<file path="src/rtl/aux_spi_pkg.sv">
package aux_spi_pkg;

   // Transfer span for one rate code: base count shifted right by (top - code)
   function automatic longint unsigned span_for(input longint unsigned base,
                                                input int top,
                                                input int code);
      return base >> (top - code);
   endfunction

   // Control register field positions, derived from the rate-code width
   function automatic int pos_hold(input int bw);
      return bw;
   endfunction

   function automatic int pos_busy(input int bw);
      return bw + 1;
   endfunction

   function automatic int pos_mode(input int bw);
      return bw + 2;
   endfunction

   function automatic int pos_en(input int bw);
      return bw + 3;
   endfunction

endpackage

</file>
<file path="src/rtl/aux_spi_ctl_regs.sv">
module aux_spi_ctl_regs
   import aux_spi_pkg::*;
#(
   parameter int BAUD_W = 2
) (
   input  logic              clk,
   input  logic              rst_n,
   input  logic              ctl_wr,
   input  logic [BAUD_W+3:0] ctl_wdata,
   input  logic              xfer_done,
   output logic [BAUD_W-1:0] rate_code,
   output logic              hold_field,
   output logic              mode_field,
   output logic              en_field,
   output logic              hold_state,
   output logic              frame_open
);

   localparam int P_HOLD = pos_hold(BAUD_W);
   localparam int P_MODE = pos_mode(BAUD_W);
   localparam int P_EN   = pos_en(BAUD_W);

   logic [BAUD_W-1:0] code_q;
   logic              hold_f_q;
   logic              mode_q;
   logic              en_q;
   logic              hold_q;
   logic              open_q;
   logic              mode_wr;
   logic              reopen;
   logic              wr_busy_unused;

   assign mode_wr        = ctl_wr && ctl_wdata[P_MODE];
   assign reopen         = mode_wr && !hold_q;
   assign wr_busy_unused = ctl_wdata[pos_busy(BAUD_W)];

   // Stored control fields; the busy position of the write value is discarded
   always_ff @(posedge clk or negedge rst_n) begin
      if (!rst_n) begin
         code_q   <= '0;
         hold_f_q <= 1'b0;
         mode_q   <= 1'b0;
         en_q     <= 1'b0;
      end else if (ctl_wr) begin
         code_q   <= ctl_wdata[BAUD_W-1:0];
         hold_f_q <= ctl_wdata[P_HOLD];
         mode_q   <= ctl_wdata[P_MODE];
         en_q     <= ctl_wdata[P_EN];
      end
   end

   // Hold state follows the hold bit only on serial-mode control writes
   always_ff @(posedge clk or negedge rst_n) begin
      if (!rst_n) begin
         hold_q <= 1'b0;
      end else if (mode_wr) begin
         hold_q <= ctl_wdata[P_HOLD];
      end
   end

   // Command framing: set after the first completed byte, cleared on reopen
   always_ff @(posedge clk or negedge rst_n) begin
      if (!rst_n) begin
         open_q <= 1'b0;
      end else if (reopen) begin
         open_q <= 1'b0;
      end else if (xfer_done) begin
         open_q <= 1'b1;
      end
   end

   assign rate_code  = code_q;
   assign hold_field = hold_f_q;
   assign mode_field = mode_q;
   assign en_field   = en_q;
   assign hold_state = hold_q;
   assign frame_open = open_q;

   // reopen clears framing
   assert_reopen_R8: assert property (@(posedge clk) disable iff (!rst_n)
      reopen |=> !frame_open);

   // with hold already on, framing survives a serial-mode control write
   assert_keep_frame_R8: assert property (@(posedge clk) disable iff (!rst_n)
      (mode_wr && hold_q && frame_open) |=> frame_open);

   // non-serial control writes leave hold state alone
   assert_hold_track_R9: assert property (@(posedge clk) disable iff (!rst_n)
      (ctl_wr && !ctl_wdata[P_MODE]) |=> (hold_state == $past(hold_state)));

   // a completion without reopen closes the command slot
   assert_frame_close_R7: assert property (@(posedge clk) disable iff (!rst_n)
      (xfer_done && !reopen) |=> frame_open);

endmodule

</file>
<file path="src/rtl/aux_spi_timer.sv">
module aux_spi_timer
   import aux_spi_pkg::*;
#(
   parameter longint unsigned BASE_FREQ = 64'd33554432,
   parameter int              SHIFT_TOP = 19,
   parameter int              BAUD_W    = 2,
   parameter bit              USE_TABLE = 1'b1
) (
   input  logic              clk,
   input  logic              rst_n,
   input  logic              start,
   input  logic [BAUD_W-1:0] rate_code,
   output logic              busy,
   output logic              done
);

   localparam int              N_CODES  = 2 ** BAUD_W;
   localparam int              MAX_CODE = N_CODES - 1;
   localparam longint unsigned MAX_SPAN = span_for(BASE_FREQ, SHIFT_TOP, MAX_CODE);
   localparam longint unsigned MIN_SPAN = span_for(BASE_FREQ, SHIFT_TOP, 0);
   localparam int              CNT_W    = $clog2(MAX_SPAN + 1);
   localparam logic [CNT_W-1:0] ONE     = CNT_W'(1);

   // Elaboration checks on the parameter set
   if (BAUD_W < 1 || BAUD_W > 4) begin : g_bad_bw
      $error("aux_spi_timer: BAUD_W out of range");
   end
   if (SHIFT_TOP < MAX_CODE || SHIFT_TOP > 40) begin : g_bad_top
      $error("aux_spi_timer: SHIFT_TOP must cover every rate code");
   end
   if (MIN_SPAN < 1) begin : g_bad_base
      $error("aux_spi_timer: BASE_FREQ too small for the lowest rate code");
   end

   logic [CNT_W-1:0] span;
   logic [CNT_W-1:0] cnt_q;
   logic             busy_q;

   generate
      if (USE_TABLE) begin : g_table
         // One precomputed duration per rate code
         logic [CNT_W-1:0] span_tab [N_CODES];
         for (genvar g = 0; g < N_CODES; g++) begin : g_entry
            localparam longint unsigned S = span_for(BASE_FREQ, SHIFT_TOP, g);
            assign span_tab[g] = CNT_W'(S);
         end
         assign span = span_tab[rate_code];
      end else begin : g_shift
         // Runtime shift of the longest span; exact because shifts compose
         localparam logic [CNT_W-1:0] TOP_V = CNT_W'(MAX_SPAN);
         logic [BAUD_W-1:0] back;
         assign back = BAUD_W'(MAX_CODE) - rate_code;
         assign span = TOP_V >> back;
      end
   endgenerate

   always_ff @(posedge clk or negedge rst_n) begin
      if (!rst_n) begin
         cnt_q  <= '0;
         busy_q <= 1'b0;
      end else if (start) begin
         cnt_q  <= span;
         busy_q <= 1'b1;
      end else if (busy_q) begin
         if (cnt_q == ONE) begin
            cnt_q  <= '0;
            busy_q <= 1'b0;
         end else begin
            cnt_q <= cnt_q - ONE;
         end
      end
   end

   assign busy = busy_q;
   assign done = busy_q && (cnt_q == ONE) && !start;

   // a start always leaves the block busy
   assert_busy_set_R3: assert property (@(posedge clk) disable iff (!rst_n)
      start |=> busy);

   // counter loads the selected span
   assert_span_load_R4: assert property (@(posedge clk) disable iff (!rst_n)
      start |=> (cnt_q == $past(span)));

   // while busy the counter is never empty
   assert_no_empty_R4: assert property (@(posedge clk) disable iff (!rst_n)
      busy |-> (cnt_q != '0));

   // completion is followed by an idle cycle
   assert_done_once_R6: assert property (@(posedge clk) disable iff (!rst_n)
      done |=> (!busy && !done));

endmodule

</file>
<file path="src/rtl/aux_spi_data.sv">
module aux_spi_data #(
   parameter int DATA_W = 8
) (
   input  logic              clk,
   input  logic              rst_n,
   input  logic              load,
   input  logic [DATA_W-1:0] wdata,
   input  logic              done,
   input  logic [DATA_W-1:0] rx,
   output logic [DATA_W-1:0] q
);

   if (DATA_W < 1) begin : g_bad_dw
      $error("aux_spi_data: DATA_W must be positive");
   end

   logic [DATA_W-1:0] q_r;

   always_ff @(posedge clk or negedge rst_n) begin
      if (!rst_n) begin
         q_r <= '0;
      end else if (load) begin
         q_r <= wdata;
      end else if (done) begin
         q_r <= rx;
      end
   end

   assign q = q_r;

   // received byte lands in the data register
   assert_rx_capture_R6: assert property (@(posedge clk) disable iff (!rst_n)
      (done && !load) |=> (q == $past(rx)));

   // an accepted write is what the register holds next
   assert_load_R5: assert property (@(posedge clk) disable iff (!rst_n)
      load |=> (q == $past(wdata)));

endmodule

</file>
<file path="src/rtl/aux_spi_master.sv">
module aux_spi_master
   import aux_spi_pkg::*;
#(
   parameter longint unsigned BASE_FREQ = 64'd33554432,
   parameter int              SHIFT_TOP = 19,
   parameter int              BAUD_W    = 2,
   parameter int              DATA_W    = 8,
   parameter bit              USE_TABLE = 1'b1
) (
   input  logic              clk,
   input  logic              rst_n,
   input  logic              ctl_wr,
   input  logic [BAUD_W+3:0] ctl_wdata,
   output logic [BAUD_W+3:0] ctl_rdata,
   input  logic              data_wr,
   input  logic [DATA_W-1:0] data_wdata,
   output logic [DATA_W-1:0] data_rdata,
   output logic              slv_sel,
   output logic              slv_strobe,
   output logic              slv_cmd,
   output logic [DATA_W-1:0] slv_tx,
   input  logic [DATA_W-1:0] slv_rx
);

   logic [BAUD_W-1:0] rate_code;
   logic              hold_field;
   logic              mode_field;
   logic              en_field;
   logic              hold_state;
   logic              frame_open;
   logic              busy;
   logic              done;
   logic              accept;
   logic [DATA_W-1:0] data_q;

   assign accept = data_wr && en_field && mode_field;

   aux_spi_ctl_regs #(
      .BAUD_W (BAUD_W)
   ) u_ctl (
      .clk        (clk),
      .rst_n      (rst_n),
      .ctl_wr     (ctl_wr),
      .ctl_wdata  (ctl_wdata),
      .xfer_done  (done),
      .rate_code  (rate_code),
      .hold_field (hold_field),
      .mode_field (mode_field),
      .en_field   (en_field),
      .hold_state (hold_state),
      .frame_open (frame_open)
   );

   aux_spi_timer #(
      .BASE_FREQ (BASE_FREQ),
      .SHIFT_TOP (SHIFT_TOP),
      .BAUD_W    (BAUD_W),
      .USE_TABLE (USE_TABLE)
   ) u_timer (
      .clk       (clk),
      .rst_n     (rst_n),
      .start     (accept),
      .rate_code (rate_code),
      .busy      (busy),
      .done      (done)
   );

   aux_spi_data #(
      .DATA_W (DATA_W)
   ) u_data (
      .clk   (clk),
      .rst_n (rst_n),
      .load  (accept),
      .wdata (data_wdata),
      .done  (done),
      .rx    (slv_rx),
      .q     (data_q)
   );

   // Control readback: rate code, hold bit, live busy, mode, enable
   always_comb begin
      ctl_rdata                       = '0;
      ctl_rdata[BAUD_W-1:0]           = rate_code;
      ctl_rdata[pos_hold(BAUD_W)]     = hold_field;
      ctl_rdata[pos_busy(BAUD_W)]     = busy;
      ctl_rdata[pos_mode(BAUD_W)]     = mode_field;
      ctl_rdata[pos_en(BAUD_W)]       = en_field;
   end

   assign data_rdata = data_q;
   assign slv_sel    = busy || hold_state;
   assign slv_strobe = done;
   assign slv_cmd    = !frame_open;
   assign slv_tx     = data_q;

   // a refused data write neither starts a transfer nor changes data
   assert_gate_R2: assert property (@(posedge clk) disable iff (!rst_n)
      (data_wr && !(en_field && mode_field) && !busy) |=>
         (!busy && data_rdata == $past(data_rdata)));

   // chip select is high whenever a transfer is pending
   assert_sel_busy_R9: assert property (@(posedge clk) disable iff (!rst_n)
      busy |-> slv_sel);

   // a restart keeps the port busy
   assert_restart_R5: assert property (@(posedge clk) disable iff (!rst_n)
      (accept && busy) |=> (busy && !slv_strobe));

endmodule

</file>
<file path="config.mk">
export PLATFORM = sky130hd
export DESIGN_NAME = aux_spi_master
export DESIGN_NICKNAME = d
export VERILOG_FILES = /design/src/rtl/aux_spi_pkg.sv /design/src/rtl/aux_spi_ctl_regs.sv /design/src/rtl/aux_spi_timer.sv /design/src/rtl/aux_spi_data.sv /design/src/rtl/aux_spi_master.sv
export SDC_FILE = /design/constraint.sdc
export NUM_CORES = 1
export LEC_CHECK = 0
export ABC_AREA = 0
export BUFFER_PORTS_ARGS = -buffer_cell sky130_fd_sc_hd__buf_2
export CORE_ASPECT_RATIO = 1.25
export CORE_MARGIN = 2
export CORE_UTILIZATION = 52
export DETAILED_ROUTE_END_ITERATION = 10
export GPL_TIMING_DRIVEN = 0
export PLACE_DENSITY = 0.86
export SLEW_MARGIN = 15
export SYNTH_ARGS = -nofsm -noshare
export SYNTH_HDL_FRONTEND = slang
export SYNTH_HIERARCHICAL = 1
export SYNTH_SLANG_ARGS = --single-unit
</file>
<file path="constraint.sdc">
create_clock -name clk -period 7.3 [get_ports clk]
set_input_delay 1.46 -clock clk [delete_from_list [all_inputs] [get_ports clk]]
set_output_delay 1.46 -clock clk [all_outputs]
set_load 0.02 [all_outputs]
</file>
# Word level (Yosys, flattened, before mapping)
# Index checks and enable logic that the tools add are counted.
[totals]
ff_bits = 26
[op_classes]
add_sub_neg = 1
magnitude_cmp = 1
n_eq_ne = 1
muxes = 13
bitwise = 1
reduce_logical = 13
[ops]
columns = ["operator", "n"]
rows = [
  ["10-bit 2-to-1 mux", 5],
  ["10-bit binary-select mux with 2-bit select", 1],
  ["8-bit 2-to-1 mux", 2],
  ["10-bit by 1-bit equality test with 1-bit output, second input constant", 1],
  ["10-bit by 1-bit subtractor with 10-bit output, second input constant", 1],
  ["1-bit logical AND", 6],
  ["2-bit nonzero test", 3],
  ["1-bit 2-to-1 mux", 5],
  ["3-bit >= comparator, second input constant", 1],
  ["1-bit logical NOT", 3],
  ["2-bit NOT with 3-bit output", 1],
  ["1-bit logical OR", 1],
]

# Depth between registers and ports, before layout
[depth]
word_depth = 6
depth_mapped = 9
depth_no_buf = 7

# By module
# The synthesis kept the hierarchy.
[modules_own_cells]
columns = ["mod", "instances", "cells_each", "area_each_um2", "seq_area_each_um2"]
rows = [
  ["aux_spi_timer", 1, 72, 635.6, 275.3],
  ["aux_spi_data", 1, 34, 372.9, 200.2],
  ["aux_spi_ctl_regs", 1, 16, 260.2, 175.2],
  ["aux_spi_master", 1, 15, 106.4, 0.0],
]

# Least setup slack after synthesis
# Ideal clock, no wire load.
[synth_path]
kind = "input -> output"
startpoint = "input data_wr"
endpoint = "output slv_strobe"
t_arrival_ps = 2731
required_time_ps = 5840
slack_ps = 3109
stages = 4
n_path_buf = 2
path_cell_list = "and3_1 > buf_1 > clkbuf_1 > nor3_1"
[synth_between]
elab_chain_cells = 4
[synth_rtl]
columns = ["element", "line_no", "text"]
rows = [
  ["start: declaration", "aux_spi_master.sv:15", "input logic data_wr,"],
  ["1-bit logical AND (2 in a row)", "aux_spi_master.sv:36", "assign accept = data_wr && en_field && mode_field;"],
  ["1-bit logical NOT", "aux_spi_timer.sv:75", "assign done = busy_q && (cnt_q == ONE) && !start;"],
  ["1-bit logical AND", "aux_spi_timer.sv:75", ""],
  ["end: declaration", "aux_spi_master.sv:19", "output logic slv_strobe,"],
]
# Every way passes these cells.

# Final worst setup path
[layout_path]
startpoint = "input data_wr"
endpoint = "output slv_strobe"
[layout_between]
elab_chain_cells = 4
[layout_rtl]
columns = ["element", "line_no", "text"]
rows = [
  ["1-bit logical AND (2 in a row)", "aux_spi_master.sv:36", ""],
  ["via accept", "aux_spi_master.sv:33", "logic accept;"],
  ["1-bit logical NOT", "aux_spi_timer.sv:75", ""],
  ["1-bit logical AND", "aux_spi_timer.sv:75", ""],
]
# The timed path passes the listed nets, and every way through them passes these cells.

==> flow_summary.toml <==
[cts]
cts.repair.resized = 0
h-tree-depth = 1
postCtsSetupBuffers = 0
cts_hold_buf = 0
tritoncts = "done"
cts_root_buf = "clkbuf_4"
path_clk_slew_ns = 0.14
clk_latency_ns = 0.31
clk_path_buf_depth = 2
clock-sinks = 26
cts_made_buffers = 3

[routing]
wire_per_inst_microns = 13.0
firstDrtPassIters = 4
via_count = 1213
drcViolationCount = 0
drtAntennaViolNets = 0
drt-vias-per-instance = 5.44
wl_microns = 2900
dr.first_iter.drc_count = 23

[sta]
worst_slack_ns = 2.77
clock.fmax_ghz = 0.221
finalClockSkew_ns = 0.00640
hold_viol = 0
worst_pin_slew_ns = 0.558
period_minus_slack_ns = 4.53
relSlewSlack = 0.628
period_share = 0.621
setup_viol = 0
slew_violations = 0
timing.setup.tns_ns = 0
rsz0062_at_grt = "false"

[finish]
final_nets = 219
n_antenna_cell = 0
drive_gt1_frac = 0.411
areaGrowthSynthToFinish_pct = 24.7

[critical_path]
crit_fanout = 10
start_kind = "input pin"
arrival_ns = 3.07
critical_path_required_ns = 5.84
reg2reg_depth = 9
critPathKind = "input pin to output port"
r2r_setup_slack_ns = 4.51
worst_setup_path_end_kind = "output port"

[global_routing]
antenna_found_initial = 0
gr-usage-all-layers = 0.210
grt_max_degree = 27
grt_pass1_vias = 1157
overflow = 0
grt_pass1_wl_microns = 4880

[floorplanning]
fp.dieW_microns = 50.0
fp-row-count = 20
dieArea_sq_mm = 0.00307
start_util = 0.555
die_h_microns = 61.5
ioPinCount = 51
core_area_sq_mm = 0.00248

[synthesis]
synth.top_cells.by_area = "dfrtp_1 47%, buf_4 6.6%, mux2i_1 5.8%"
synth_top_cell_by_area = "dfrtp_1"
ys_types = 42
synth_commonest_cells = "26 x dfrtp_1, 15 x nand2_1, 12 x buf_4, 8 x mux2i_1, 8 x o21ai_1"
synth-seq-cells = 26
synthArstFlopShare = 1.00
yosysSeqAreaShare = 0.473
ys_warn_count = 6
syn_area_sq_mm = 0.00138
post-synth-top-count-cell = "dfrtp_1"
synth_flop_cell = "dfrtp_1"
synth_top_area_frac = 0.473
syn_area_per_cell_sq_um = 10.0
syn-num-nets = 165
synthCells = 137
synth_edf_count = 0

[flow_run]
maxCapViolCount = 0

[pwr]
power.share.clock = 0.159
powerDensity_mw_per_mm2 = 351
swShare = 0.388
power_frac_seq = 0.397
power.leakage_nw = 0.816
peakVddDrop_v = 0.000225
internal_power_mw = 0.368
comb_power_share = 0.444
power_switching_mw = 0.233

[place]
gp_congestion = 0.850
numPortBuffers = 49
place_hpwl_microns = 2220
dp_slack_ns = 2.79

[hold_path]
hold_path.class = "flop to flop"
whs_path_depth = 1

[run_status]
outcome = "finished, final reports clean"
-- final cells by class --
type / count / area [sq um]
Fill cell: 202 / 763
Sequential cell: 26 / 651
Clock inverter: 1 / 30.0
Multi-Input combinational cell: 86 / 568
Clock buffer: 3 / 22.5
Inverter: 6 / 22.5
Buffer: 19 / 134
Tap cell: 33 / 41.3
Timing Repair Buffer: 49 / 245
-- sequential cells by signal, summed over array words and instances (netlist names) --
register,cells
u_timer/cnt_q,10
u_data/q,8
u_ctl/rate_code,2
u_ctl/en_field,1
u_ctl/frame_open,1
u_ctl/hold_field,1
u_ctl/hold_state,1
u_ctl/mode_field,1
u_timer/busy,1
-- power by group through the flow --
stage / combinational (mW) / sequential, mW / clock, mW
5_1_grt: 0.294 / 0.247 / 0.105
3_5_place_dp: 0.268 / 0.241 / 0
6_report: 0.267 / 0.239 / 0.0956
4_1_cts: 0.268 / 0.238 / 0.0996
3_3_place_gp: 0.260 / 0.236 / 0
2_1_floorplan: 0.177 / 0.252 / 0
-- per-stage QoR --
| step | utilization | power (mW) | cell area, sq um | hold WS, ns | std cells |
|---|---|---|---|---|---|
| floorplan | - | 0.429 | 1380 | 0.475 | 137 |
| global placement | 0.671 | 0.496 | 1660 | 0.487 | 219 |
| detailed placement | 0.671 | 0.509 | 1660 | 0.498 | 219 |
| CTS | 0.692 | 0.606 | 1710 | 0.530 | 223 |
| global route | 0.692 | 0.646 | 1710 | 0.553 | 223 |
| finish | 0.692 | 0.602 | 1710 | 0.526 | 223 |
-- per-layer routing --
metal | track usage | up-vias | part of all wire
met3 | 0.0243 | 2 | 0.070
met2 | 0.423 | 44 | 0.54
met1 | 0.223 | 589 | 0.38
met4 | 0.0833 | 0 | 0.0066
met5 | 0 | - | 0
li1 | - | 578 | -
-- cells in the final DEF (no fill, tap or decap), types with 2 or more instances in the layout --
master and count:
a21oi_1 5, a31oi_1 2, buf_2 50, buf_4 12
buf_6 2, clkbuf_1 2, clkbuf_4 3, dfrtp_1 26
ha_1 2, inv_1 6, mux2_2 4, mux2i_1 8
nand2_1 15, nand3_1 4, nor2_1 6, nor3_1 2
o21ai_0 2, o21ai_1 8, o31ai_1 2, o41ai_1 2
or3_1 3, or4_1 2
-- kinds of logic (layout without fill, tap and decap cells) --
family	after synthesis	in the layout	share of synthesized area
AND/OR/NAND/NOR	42	42	0.157
AO/OA/AOI/OAI	28	28	0.130
flip-flops	26	26	0.473
buffers and inverters	25	78	0.114
multiplexers	13	13	0.102
adder cells (fa/ha/maj)	2	2	0.0182
XOR/XNOR	1	1	0.00637
-- worst max-delay path: stages --
cell	delay (ns)
buf_2	0.10
and3_1	0.26
buf_1	0.23
clkbuf_1	0.27
nor3_1	0.49
buf_2	0.26
-- worst paths after layout --
path / startpoint / end
worst max-delay path: data_wr / slv_strobe
worst min-delay path: u_ctl/frame_open / u_ctl/frame_open
worst max register to register: u_timer/cnt_q[1] / u_data/q[7]
worst min register to register: u_ctl/frame_open / u_ctl/frame_open
max in group asynchronous: rst_n / u_data/q[6]
min in group asynchronous: rst_n / u_data/q[2]
Note: power is estimated with default switching activity, not from simulation.
